File: src/rtl/msisrc_pkg.sv
package msisrc_pkg;

  localparam int SRC_IDX_W = 10;

  localparam logic [15:0] OFS_DOMAIN = 16'h0000;
  localparam logic [15:0] OFS_SET_EN = 16'h1000;
  localparam logic [15:0] OFS_CLR_EN = 16'h1004;
  localparam int          OFS_TARGET = 'h3000;

  localparam int DOM_IE_BIT = 8;
  localparam int DOM_DM_BIT = 2;
  localparam int HART_LSB   = 18;
  localparam int PAGE_SHIFT = 12;

  typedef struct packed {
    logic                 launch;
    logic [SRC_IDX_W-1:0] src;
  } strobe_t;

endpackage

File: src/rtl/msisrc_dp.sv
module msisrc_dp
  import msisrc_pkg::*;
#(
  parameter int          NUM_SRC     = 8,
  parameter int          ID_W        = 11,
  parameter int          HART_W      = 4,
  parameter int          GROUP_W     = 3,
  parameter int          GROUP_SHIFT = 24,
  parameter logic [31:0] BASE_ADDR   = 32'h2400_0000
) (
  input  logic               clk,
  input  logic               rstN,
  input  logic               busValid,
  input  logic               busWrite,
  input  logic [15:0]        busAddr,
  input  logic [31:0]        busWdata,
  output logic [31:0]        busRdata,
  input  logic [NUM_SRC-1:0] srcIn,
  input  strobe_t            strb,
  output logic [NUM_SRC-1:0] eligible,
  output logic               domOn,
  output logic [31:0]        msiAddr,
  output logic [31:0]        msiData
);

  localparam int GRP_LSB = HART_LSB + HART_W;

  logic               ieQ, dmQ;
  logic [NUM_SRC-1:0] enQ, edgeQ, pendQ, prevQ;
  logic [ID_W-1:0]    idQ    [NUM_SRC];
  logic [HART_W-1:0]  hartQ  [NUM_SRC];
  logic [GROUP_W-1:0] groupQ [NUM_SRC];
  logic [31:0]        msiAddrQ, msiDataQ;

  logic               wrEn;
  logic [NUM_SRC-1:0] cfgHit, tgtHit, setHit, clrHit, evt, launchHit;

  assign wrEn  = busValid && busWrite;
  assign domOn = ieQ && dmQ;

  for (genvar g = 0; g < NUM_SRC; g++) begin : g_src
    assign cfgHit[g]    = busAddr == 16'(4 * (g + 1));
    assign tgtHit[g]    = busAddr == 16'(OFS_TARGET + 4 * (g + 1));
    assign setHit[g]    = wrEn && busAddr == OFS_SET_EN && busWdata == 32'(g + 1);
    assign clrHit[g]    = wrEn && busAddr == OFS_CLR_EN && busWdata == 32'(g + 1);
    assign evt[g]       = edgeQ[g] ? (srcIn[g] && !prevQ[g]) : srcIn[g];
    assign launchHit[g] = strb.launch && strb.src == SRC_IDX_W'(g + 1);
    assign eligible[g]  = pendQ[g] && enQ[g] && domOn;
  end

  always_ff @(posedge clk) begin
    if (!rstN) begin
      ieQ <= 1'b0;
      dmQ <= 1'b0;
    end else if (wrEn && busAddr == OFS_DOMAIN) begin
      ieQ <= busWdata[DOM_IE_BIT];
      dmQ <= busWdata[DOM_DM_BIT];
    end
  end

  always_ff @(posedge clk) begin
    if (!rstN) begin
      enQ   <= '0;
      edgeQ <= '0;
      pendQ <= '0;
      prevQ <= '0;
      for (int i = 0; i < NUM_SRC; i++) begin
        idQ[i]    <= '0;
        hartQ[i]  <= '0;
        groupQ[i] <= '0;
      end
    end else begin
      prevQ <= srcIn;
      // a new event in the launch cycle survives the clear
      pendQ <= (pendQ & ~launchHit) | evt;
      enQ   <= (enQ | setHit) & ~clrHit;
      for (int i = 0; i < NUM_SRC; i++) begin
        if (wrEn && cfgHit[i]) edgeQ[i] <= busWdata[0];
        if (wrEn && tgtHit[i]) begin
          idQ[i]    <= busWdata[ID_W-1:0];
          hartQ[i]  <= busWdata[HART_LSB +: HART_W];
          groupQ[i] <= busWdata[GRP_LSB +: GROUP_W];
        end
      end
    end
  end

  always_ff @(posedge clk) begin
    if (!rstN) begin
      msiAddrQ <= '0;
      msiDataQ <= '0;
    end else begin
      for (int i = 0; i < NUM_SRC; i++) begin
        if (launchHit[i]) begin
          msiAddrQ <= BASE_ADDR + (32'(hartQ[i]) << PAGE_SHIFT)
                                + (32'(groupQ[i]) << GROUP_SHIFT);
          msiDataQ <= 32'(idQ[i]);
        end
      end
    end
  end

  assign msiAddr = msiAddrQ;
  assign msiData = msiDataQ;

  always_comb begin
    busRdata = '0;
    if (busAddr == OFS_DOMAIN) begin
      busRdata[DOM_IE_BIT] = ieQ;
      busRdata[DOM_DM_BIT] = dmQ;
    end
    for (int i = 0; i < NUM_SRC; i++) begin
      if (cfgHit[i]) busRdata = {31'b0, edgeQ[i]};
      if (tgtHit[i]) begin
        busRdata = '0;
        busRdata[ID_W-1:0]          = idQ[i];
        busRdata[HART_LSB +: HART_W] = hartQ[i];
        busRdata[GRP_LSB +: GROUP_W] = groupQ[i];
      end
    end
  end

endmodule

File: src/rtl/msisrc_ctl.sv
module msisrc_ctl
  import msisrc_pkg::*;
#(
  parameter int NUM_SRC = 8
) (
  input  logic               clk,
  input  logic               rstN,
  input  logic [NUM_SRC-1:0] eligible,
  input  logic               msiReady,
  output strobe_t            strb,
  output logic               msiValid
);

  logic                 busyQ;
  logic [SRC_IDX_W-1:0] pick;

  always_comb begin
    pick = '0;
    for (int i = NUM_SRC - 1; i >= 0; i--) begin
      if (eligible[i]) pick = SRC_IDX_W'(i + 1);
    end
  end

  assign strb.launch = (|eligible) && !busyQ;
  assign strb.src    = pick;

  always_ff @(posedge clk) begin
    if (!rstN)             busyQ <= 1'b0;
    else if (strb.launch)  busyQ <= 1'b1;
    else if (msiReady)     busyQ <= 1'b0;
  end

  assign msiValid = busyQ;

endmodule

File: src/rtl/msi_src_ctrl.sv
module msi_src_ctrl
  import msisrc_pkg::*;
#(
  parameter int          NUM_SRC     = 8,
  parameter int          ID_W        = 11,
  parameter int          HART_W      = 4,
  parameter int          GROUP_W     = 3,
  parameter int          GROUP_SHIFT = 24,
  parameter logic [31:0] BASE_ADDR   = 32'h2400_0000
) (
  input  logic               clk,
  input  logic               rstN,
  input  logic               busValid,
  input  logic               busWrite,
  input  logic [15:0]        busAddr,
  input  logic [31:0]        busWdata,
  output logic [31:0]        busRdata,
  input  logic [NUM_SRC-1:0] srcIn,
  output logic               msiValid,
  input  logic               msiReady,
  output logic [31:0]        msiAddr,
  output logic [31:0]        msiData
);

  strobe_t            strb;
  logic [NUM_SRC-1:0] eligible;
  logic               domOn;

  msisrc_dp #(
    .NUM_SRC(NUM_SRC), .ID_W(ID_W), .HART_W(HART_W), .GROUP_W(GROUP_W),
    .GROUP_SHIFT(GROUP_SHIFT), .BASE_ADDR(BASE_ADDR)
  ) u_dp (
    .clk(clk), .rstN(rstN), .busValid(busValid), .busWrite(busWrite),
    .busAddr(busAddr), .busWdata(busWdata), .busRdata(busRdata),
    .srcIn(srcIn), .strb(strb), .eligible(eligible), .domOn(domOn),
    .msiAddr(msiAddr), .msiData(msiData)
  );

  msisrc_ctl #(.NUM_SRC(NUM_SRC)) u_ctl (
    .clk(clk), .rstN(rstN), .eligible(eligible), .msiReady(msiReady),
    .strb(strb), .msiValid(msiValid)
  );

endmodule

File: config.mk
export PLATFORM = sky130hd
export DESIGN_NAME = msi_src_ctrl
export DESIGN_NICKNAME = d
export VERILOG_FILES = /design/src/rtl/msisrc_pkg.sv /design/src/rtl/msisrc_dp.sv /design/src/rtl/msisrc_ctl.sv /design/src/rtl/msi_src_ctrl.sv
export SDC_FILE = /design/constraint.sdc
export NUM_CORES = 1
export LEC_CHECK = 0
export ABC_CLOCK_PERIOD_IN_PS = 10500
export CORE_ASPECT_RATIO = 0.75
export CORE_MARGIN = 2
export CORE_UTILIZATION = 28
export DETAILED_ROUTE_END_ITERATION = 12
export HOLD_SLACK_MARGIN = 0.12
export PLACE_DENSITY = 0.52
export SLEW_MARGIN = 10
export SYNTH_ARGS = -nofsm -noshare
export SYNTH_HDL_FRONTEND = slang
export SYNTH_SLANG_ARGS = --single-unit
File: constraint.sdc
create_clock -name clk -period 10.5 [get_ports clk]
set_clock_uncertainty 0.15 [all_clocks]
set_input_delay 3.15 -clock clk [delete_from_list [all_inputs] [get_ports clk]]
set_output_delay 3.15 -clock clk [all_outputs]
set_load 0.05 [all_outputs]
==> run summary, run 1 <==
cell taking the most area after synthesis -> edfxtp_1
GRT overflow -> 0
#FFs+latches synth -> 199
reg2reg path depth -> 6
async set-reset flop share out of synthesis -> 0%
Worst setup SP type -> input port
crit path DAT -> 6.47 ns
Diodes inserted -> 0
Setup Viol. Count Final -> 0
Worst-path clk slew -> 0.08 ns
routed len/inst -> 25.2 um
Max stage delay on crit path -> 0.65 ns
CP Buf/Inv Count -> 2
initial antenna violation count -> 0
Yosys top cell area share -> 42.3%
reg-to-reg slack, setup -> 7.26 ns
die area -> 38100 sq um
Iter 0 DRT Violations -> 1640
Synth top cells by count -> nor2_1, edfxtp_1, nand2_1
CTS tree -> yes
nets@finish -> 1164
Area Growth Syn to Fin -> 18.0%
minimum clock period -> 9.77 ns
Reg2Reg Capture Point -> u_dp.msiData[8]
Hold Crit Class -> register to register
Detail Placement HPWL -> 24.6 mm
Post-synth EDFFs -> 144
vias per inst -> 5.68
CP max-delay cell -> or4b_4
H-tree depth -> 4
CTS buffer count -> 17
distinct cell type count after synthesis -> 69
CP endpoint -> busRdata[24]
Pre-antenna DRT Iters -> 9
Max clock buf depth -> 2
Port Buffer Count -> 99
Routed WL -> 39.9 mm
Fill cells -> 3659
period utilization -> 93.1%
# clock sinks -> 199
number of stages on the worst setup path -> 8
Slew headroom -> 17.3%
largest net degree at the start of global routing -> 56
RSZ-0062 raised after global routing -> no
most frequent CP cell -> or4b_4
Synth Flop Type -> edfxtp_1
worst vdd ir -> 0.0843 mV
final hold violation count -> 0
Setup TNS -> 0 ns
Residual DRC -> 0
DP Worst Slack -> 0.805 ns
Post-DP Area -> 11500 sq um
cts hold-fix bufs -> 0
count of max-cap constraint violations -> 0
status -> completed
synthesized area -> 10200 sq um
io pins -> 158
CP cell instances -> clkdlybuf4s50_1 -> or4b_4 -> or4b_4 -> or2_4 -> nor2_4 -> a222oi_1 -> o21ai_0 -> buf_12
CP endpoint kind -> output port
synth warn -> 0
global placement routability congestion -> 0.868
Cell Rows -> 60
Avg Cell Area, Syn -> 9.95 sq um
layout cells sized above 1 -> 8.51%
type of the worst setup path -> input port to output port
most common cell in the netlist -> nor2_1
CP max FO -> 16
Final Max Tran Viols -> 0
Root Buffer -> clkbuf_16
Setup Fix Bufs, Post-CTS -> 0
first-pass GRT wire length -> 57.1 mm
Fmax -> 102 MHz
Final WS setup -> 0.728 ns
Initial Util -> 28.5%
Clock Latency Late Sink -> 0.45 ns
vias in the first global route -> 8486
DIE WIDTH -> 225 um
DR vias -> 8973
leakage -> 4.28 nW
actual slew at the worst max-slew pin -> 1.24 ns
CP Launch Point -> busAddr[5]
PD cells -> 141 nW/um^2
core region area -> 36000 sq um
top post-synthesis cells by area -> edfxtp_1, dfxtp_1, nor2_1, buf_4, nand2_1
Syn Inst Count -> 1029
Seq/Total Area, Yosys -> 53.0%
Routed Antenna Nets -> 0
cell area after layout -> 12100 sq um
GRT Total Usage -> 20.7%
FF-to-FF Start -> u_dp.pendQ[1]
Die H -> 170 um
Critical Path RT -> 7.20 ns
post_cts resized -> 0
CP top delay family -> simple AND/OR/NAND/NOR gates
-- area by class of cell --
type / count / area [sq um] / area share [%]
sequential: 199 / 5430 / 44.9
timing repair buffer: 120 / 1110 / 9.22
tap: 465 / 582 / 4.82
clock buffer: 24 / 524 / 4.34
inverter: 37 / 139 / 1.15
clock inverter: 8 / 60.1 / 0.497
multi-input combinational: 728 / 4230 / 35.0
-- worst min path at each step --
stage,startpoint,to,slack (ns),depth (start not counted)
3_3_place_gp,u_dp.prevQ[2],u_dp.pendQ[2],0.31,3
4_1_cts,u_dp.prevQ[1],u_dp.pendQ[1],0.33,3
6_report,u_dp.prevQ[1],u_dp.pendQ[1],0.33,3
5_1_grt,u_dp.prevQ[1],u_dp.pendQ[1],0.36,3
2_1_floorplan,u_dp.prevQ[2],u_dp.pendQ[2],0.29,3
3_5_place_dp,u_dp.prevQ[1],u_dp.pendQ[1],0.31,3
-- logic make-up after synthesis --
kind of cell    Yosys count  synth area share, %
flops                   199                 53.0
other cells               1               0.0366
mux                      13                 1.28
compound gates          273                 19.0
buf+inv                 159                 8.35
simple gates            384                 18.3
-- worst min-delay path, cell delays in order (launching register included) --
cell and delay, ns:
dfxtp_1 0.30, nand2_1 0.05, nand2_1 0.05, nand2_1 0.05
-- through the flow --
stage | instances | util [%] | total power (W) | hold WS, ns
after global routing | 1581 | 33.6 | 0.00175 | 0.363
after CTS | 1581 | 33.6 | 0.00171 | 0.329
after detailed placement | 1549 | 32.0 | 0.00106 | 0.309
after global placement | 1549 | 32.0 | 0.00106 | 0.308
final | 1581 | 33.6 | 0.00171 | 0.326
after floorplan | 1086 | - | 0.00101 | 0.294
-- sequential cells by signal, summed over array words and instances (netlist names) --
name	count
u_dp.idQ	88
u_dp.hartQ	32
u_dp.groupQ	24
u_dp.msiData	11
u_dp.msiAddr	9
u_dp.edgeQ	8
u_dp.enQ	8
u_dp.pendQ	8
u_dp.prevQ	8
u_ctl.msiValid	1
u_dp.dmQ	1
u_dp.ieQ	1
-- layer usage --
layer | global-route usage [%] | wire, um | part of all wire, %
met1 | 28.5 | 16700 | 42
met2 | 30.7 | 17500 | 44
met3 | 6.63 | 4860 | 12
met5 | 0 | 0 | 0
met4 | 6.91 | 882 | 2.2
-- power by group --
group / switching (W) / leakage, nW / internal (W) / total (W)
Clock: 0.000312 / 0.291 / 0.000353 / 0.000665
Sequential: 0.0000239 / 1.82 / 0.000879 / 0.000903
Combinational: 0.000106 / 2.17 / 0.0000333 / 0.000140
-- cell usage in the layout, fill, tap and decap left out, drive strengths merged, types with 5 or more instances in the layout --
cell type and count:
a21oi 44, buf 39, dfxtp 55, nor4b 5, and2 14, clkinv 6, nor4 13, clkdlybuf4s50 81
a221oi 19, conb 58, a31oi 19, o21a 15, nor3 16, a211oi 6, clkbuf 24, nand3 51
mux2i 12, nand2 90, o31ai 15, and3 19, a222oi 31, inv 39, o22ai 6, a22oi 31
edfxtp 144, nor2 150, a21o 16, o21ai 44, nand4 9
Power figures use the tool's default switching activity.
==> run 2: changes to the inputs <==
DONT_BUFFER_PORTS = 1   (was unset)
PLACE_DENSITY = 0.46   (was 0.52)
==> run 2 against run 1 <==
Compared with the run above:
- routed wire length grew 1.2%
- via count shrank 5.0%
- sequential cell count is the same
- worst setup slack gained 0.34 ns
- power shrank 2.5%
- global-route usage grew 0.19 points
- first-iteration DRC count shrank 25%
- sequential power is essentially flat
- hold slack gained 0.0062 ns
- cell count shrank 6.0%
- core utilization shrank 2.6 points
- register-to-register slack gained 0.16 ns
- critical endpoint is now busRdata[5]
==> run summary, run 2 (synthesized netlist as in run 1, its figures left out) <==
Initial Util -> 28.5% (unchanged)
Hold Crit Class -> register to register
status -> completed
actual slew at the worst max-slew pin -> 1.18 ns (-0.0561 ns)
PD cells -> 149 nW/um^2 (+5.6%)
die area -> 38100 sq um (unchanged)
Slew headroom -> 21.1% (+3.7 points)
Diodes inserted -> 0 (unchanged)
Critical Path RT -> 7.20 ns (about the same)
leakage -> 3.88 nW (-9.2%)
count of max-cap constraint violations -> 0 (unchanged)
Setup TNS -> 0 ns (unchanged)
global placement routability congestion -> 0.875 (+0.81%)
reg-to-reg slack, setup -> 7.42 ns (+0.16 ns)
Fmax -> 106 MHz (+3.6%)
Routed Antenna Nets -> 0 (unchanged)
type of the worst setup path -> input port to output port
Worst-path clk slew -> 0.07 ns (about the same)
commonest non-fill, non-tap cell in the layout -> nor2_1
top flop regs -> u_dp.idQ x88, u_dp.hartQ x32, u_dp.groupQ x24
Reg2Reg Capture Point -> u_dp.msiAddr[26]
DR vias -> 8520 (-5.0%)
nets@finish -> 1070 (-8.1%)
Fill cells -> 3664 (+0.14%)
Port Buffer Count -> 0 (-100%)
most frequent CP cell -> nand3_1
post_cts resized -> 0 (unchanged)
crit path DAT -> 6.14 ns (-0.33 ns)
period utilization -> 89.9% (-3.2 points)
reg2reg path depth -> 8 (+2)
vias in the first global route -> 7988 (-5.9%)
DP Worst Slack -> 1.17 ns (+0.362 ns)
CP endpoint -> busRdata[5]
number of stages on the worst setup path -> 6 (-2)
FF-to-FF Start -> u_dp.pendQ[2]
Setup Viol. Count Final -> 0 (unchanged)
largest register by flop count -> u_dp.idQ
Cell Rows -> 60 (unchanged)
Area Growth Syn to Fin -> 8.88%
CTS tree -> yes
core region area -> 36000 sq um (unchanged)
RSZ-0062 raised after global routing -> no
Final Max Tran Viols -> 0 (unchanged)
CP top delay family -> simple AND/OR/NAND/NOR gates
Pre-antenna DRT Iters -> 6 (-3)
initial antenna violation count -> 2 (+2)
largest net degree at the start of global routing -> 56 (unchanged)
Die H -> 170 um (unchanged)
CP cell instances -> nor4_1 -> nand3_1 -> nor3_2 -> buf_4 -> a222oi_1 -> nand3_1
worst vdd ir -> 0.0990 mV (+18%)
Iter 0 DRT Violations -> 1229 (-25%)
CP max FO -> 8 (-8)
Max clock buf depth -> 2 (unchanged)
CTS buffer count -> 17 (unchanged)
Detail Placement HPWL -> 25.9 mm (+5.4%)
minimum clock period -> 9.44 ns (-0.336 ns)
# clock sinks -> 199 (unchanged)
layout cells sized above 1 -> 8.23% (-0.29 points)
Final WS setup -> 1.06 ns (+0.336 ns)
CP Buf/Inv Count -> 1 (-1)
most frequent cells in the layout -> nor2_1, edfxtp_1, nand2_1
vias per inst -> 5.73 (+1.0%)
final hold violation count -> 0 (unchanged)
Clock Latency Late Sink -> 0.44 ns (about the same)
CP Launch Point -> busAddr[9]
Root Buffer -> clkbuf_16
routed len/inst -> 27.2 um (+7.7%)
GRT Total Usage -> 20.9% (+0.19 points)
CP max-delay cell -> nor3_2
Setup Fix Bufs, Post-CTS -> 0 (unchanged)
first-pass GRT wire length -> 57.1 mm (about the same)
cts hold-fix bufs -> 0 (unchanged)
Routed WL -> 40.4 mm (+1.2%)
Max stage delay on crit path -> 0.93 ns (+0.28 ns)
GRT overflow -> 0 (unchanged)
Residual DRC -> 0 (unchanged)
Worst setup SP type -> input port
io pins -> 158 (unchanged)
H-tree depth -> 4 (unchanged)
CP endpoint kind -> output port
DIE WIDTH -> 225 um (unchanged)
max reg flops -> 88 (unchanged)
==> run 2: worst register-to-register path: stages (launching register included) <==
cell	delay (ns)
dfxtp_1	0.43
a22o_1	0.28
a31o_1	0.13
buf_4	0.47
nand2_1	0.45
buf_4	0.37
and3_1	0.21
o311a_1	0.35
a211oi_1	0.17
==> run 2: per-layer routing <==
metal | global-route usage, % | wire [um] | vias up
li1 | - | - | 3703
met1 | 28.9 | 17400 | 4196
met2 | 30.2 | 17300 | 548
met3 | 7.55 | 4770 | 71
met4 | 6.68 | 921 | 2
met5 | 0 | 7 | -
==> run 2: worst min path at each step <==
stage / startpoint / endpoint / slack [ns] / depth (start not counted)
after CTS: u_dp.prevQ[2] / u_dp.pendQ[2] / 0.33 / 3
after detailed placement: u_dp.prevQ[2] / u_dp.pendQ[2] / 0.31 / 3
final: u_dp.prevQ[2] / u_dp.pendQ[2] / 0.33 / 3
after global routing: u_dp.prevQ[1] / u_dp.pendQ[1] / 0.37 / 3
after global placement: u_dp.prevQ[2] / u_dp.pendQ[2] / 0.31 / 3
after floorplan: u_dp.prevQ[2] / u_dp.pendQ[2] / 0.29 / 3
==> run 2: cell type report <==
cell class	instances	area (sq um)	area share [%]
flip-flops and latches	199	5430	48.7
multi-input cells	728	4230	38.0
well taps	465	582	5.22
clock buffers	17	425	3.82
repair buffers	26	195	1.75
clock inverters	14	141	1.27
inverters	37	139	1.25
==> run 2: metrics by stage <==
step	total power, W	hold slack, ns	utilization (%)	cells	instance area [sq um]
final	0.00166	0.332	31.0	1486	11100
after global routing	0.00172	0.368	31.0	1486	11100
after CTS	0.00167	0.333	31.0	1486	11100
after detailed placement	0.00102	0.314	29.4	1455	10600
after global placement	0.00103	0.310	29.4	1455	10600
after floorplan	0.00101	0.294	-	1086	10400
==> run 2: report_power, final <==
group | internal [W] | switching, W
clock network | 0.000333 | 0.000322
registers | 0.000879 | 0.0000261
logic | 0.0000141 | 0.0000904
total | 0.00123 | 0.000439
==> run 3: changes to the inputs <==
DONT_BUFFER_PORTS = unset   (was 1)
PLACE_DENSITY = 0.52   (was 0.46)
==> results of run 3 <==
The final DEF is identical to that of run 1; final timing and power are the same.
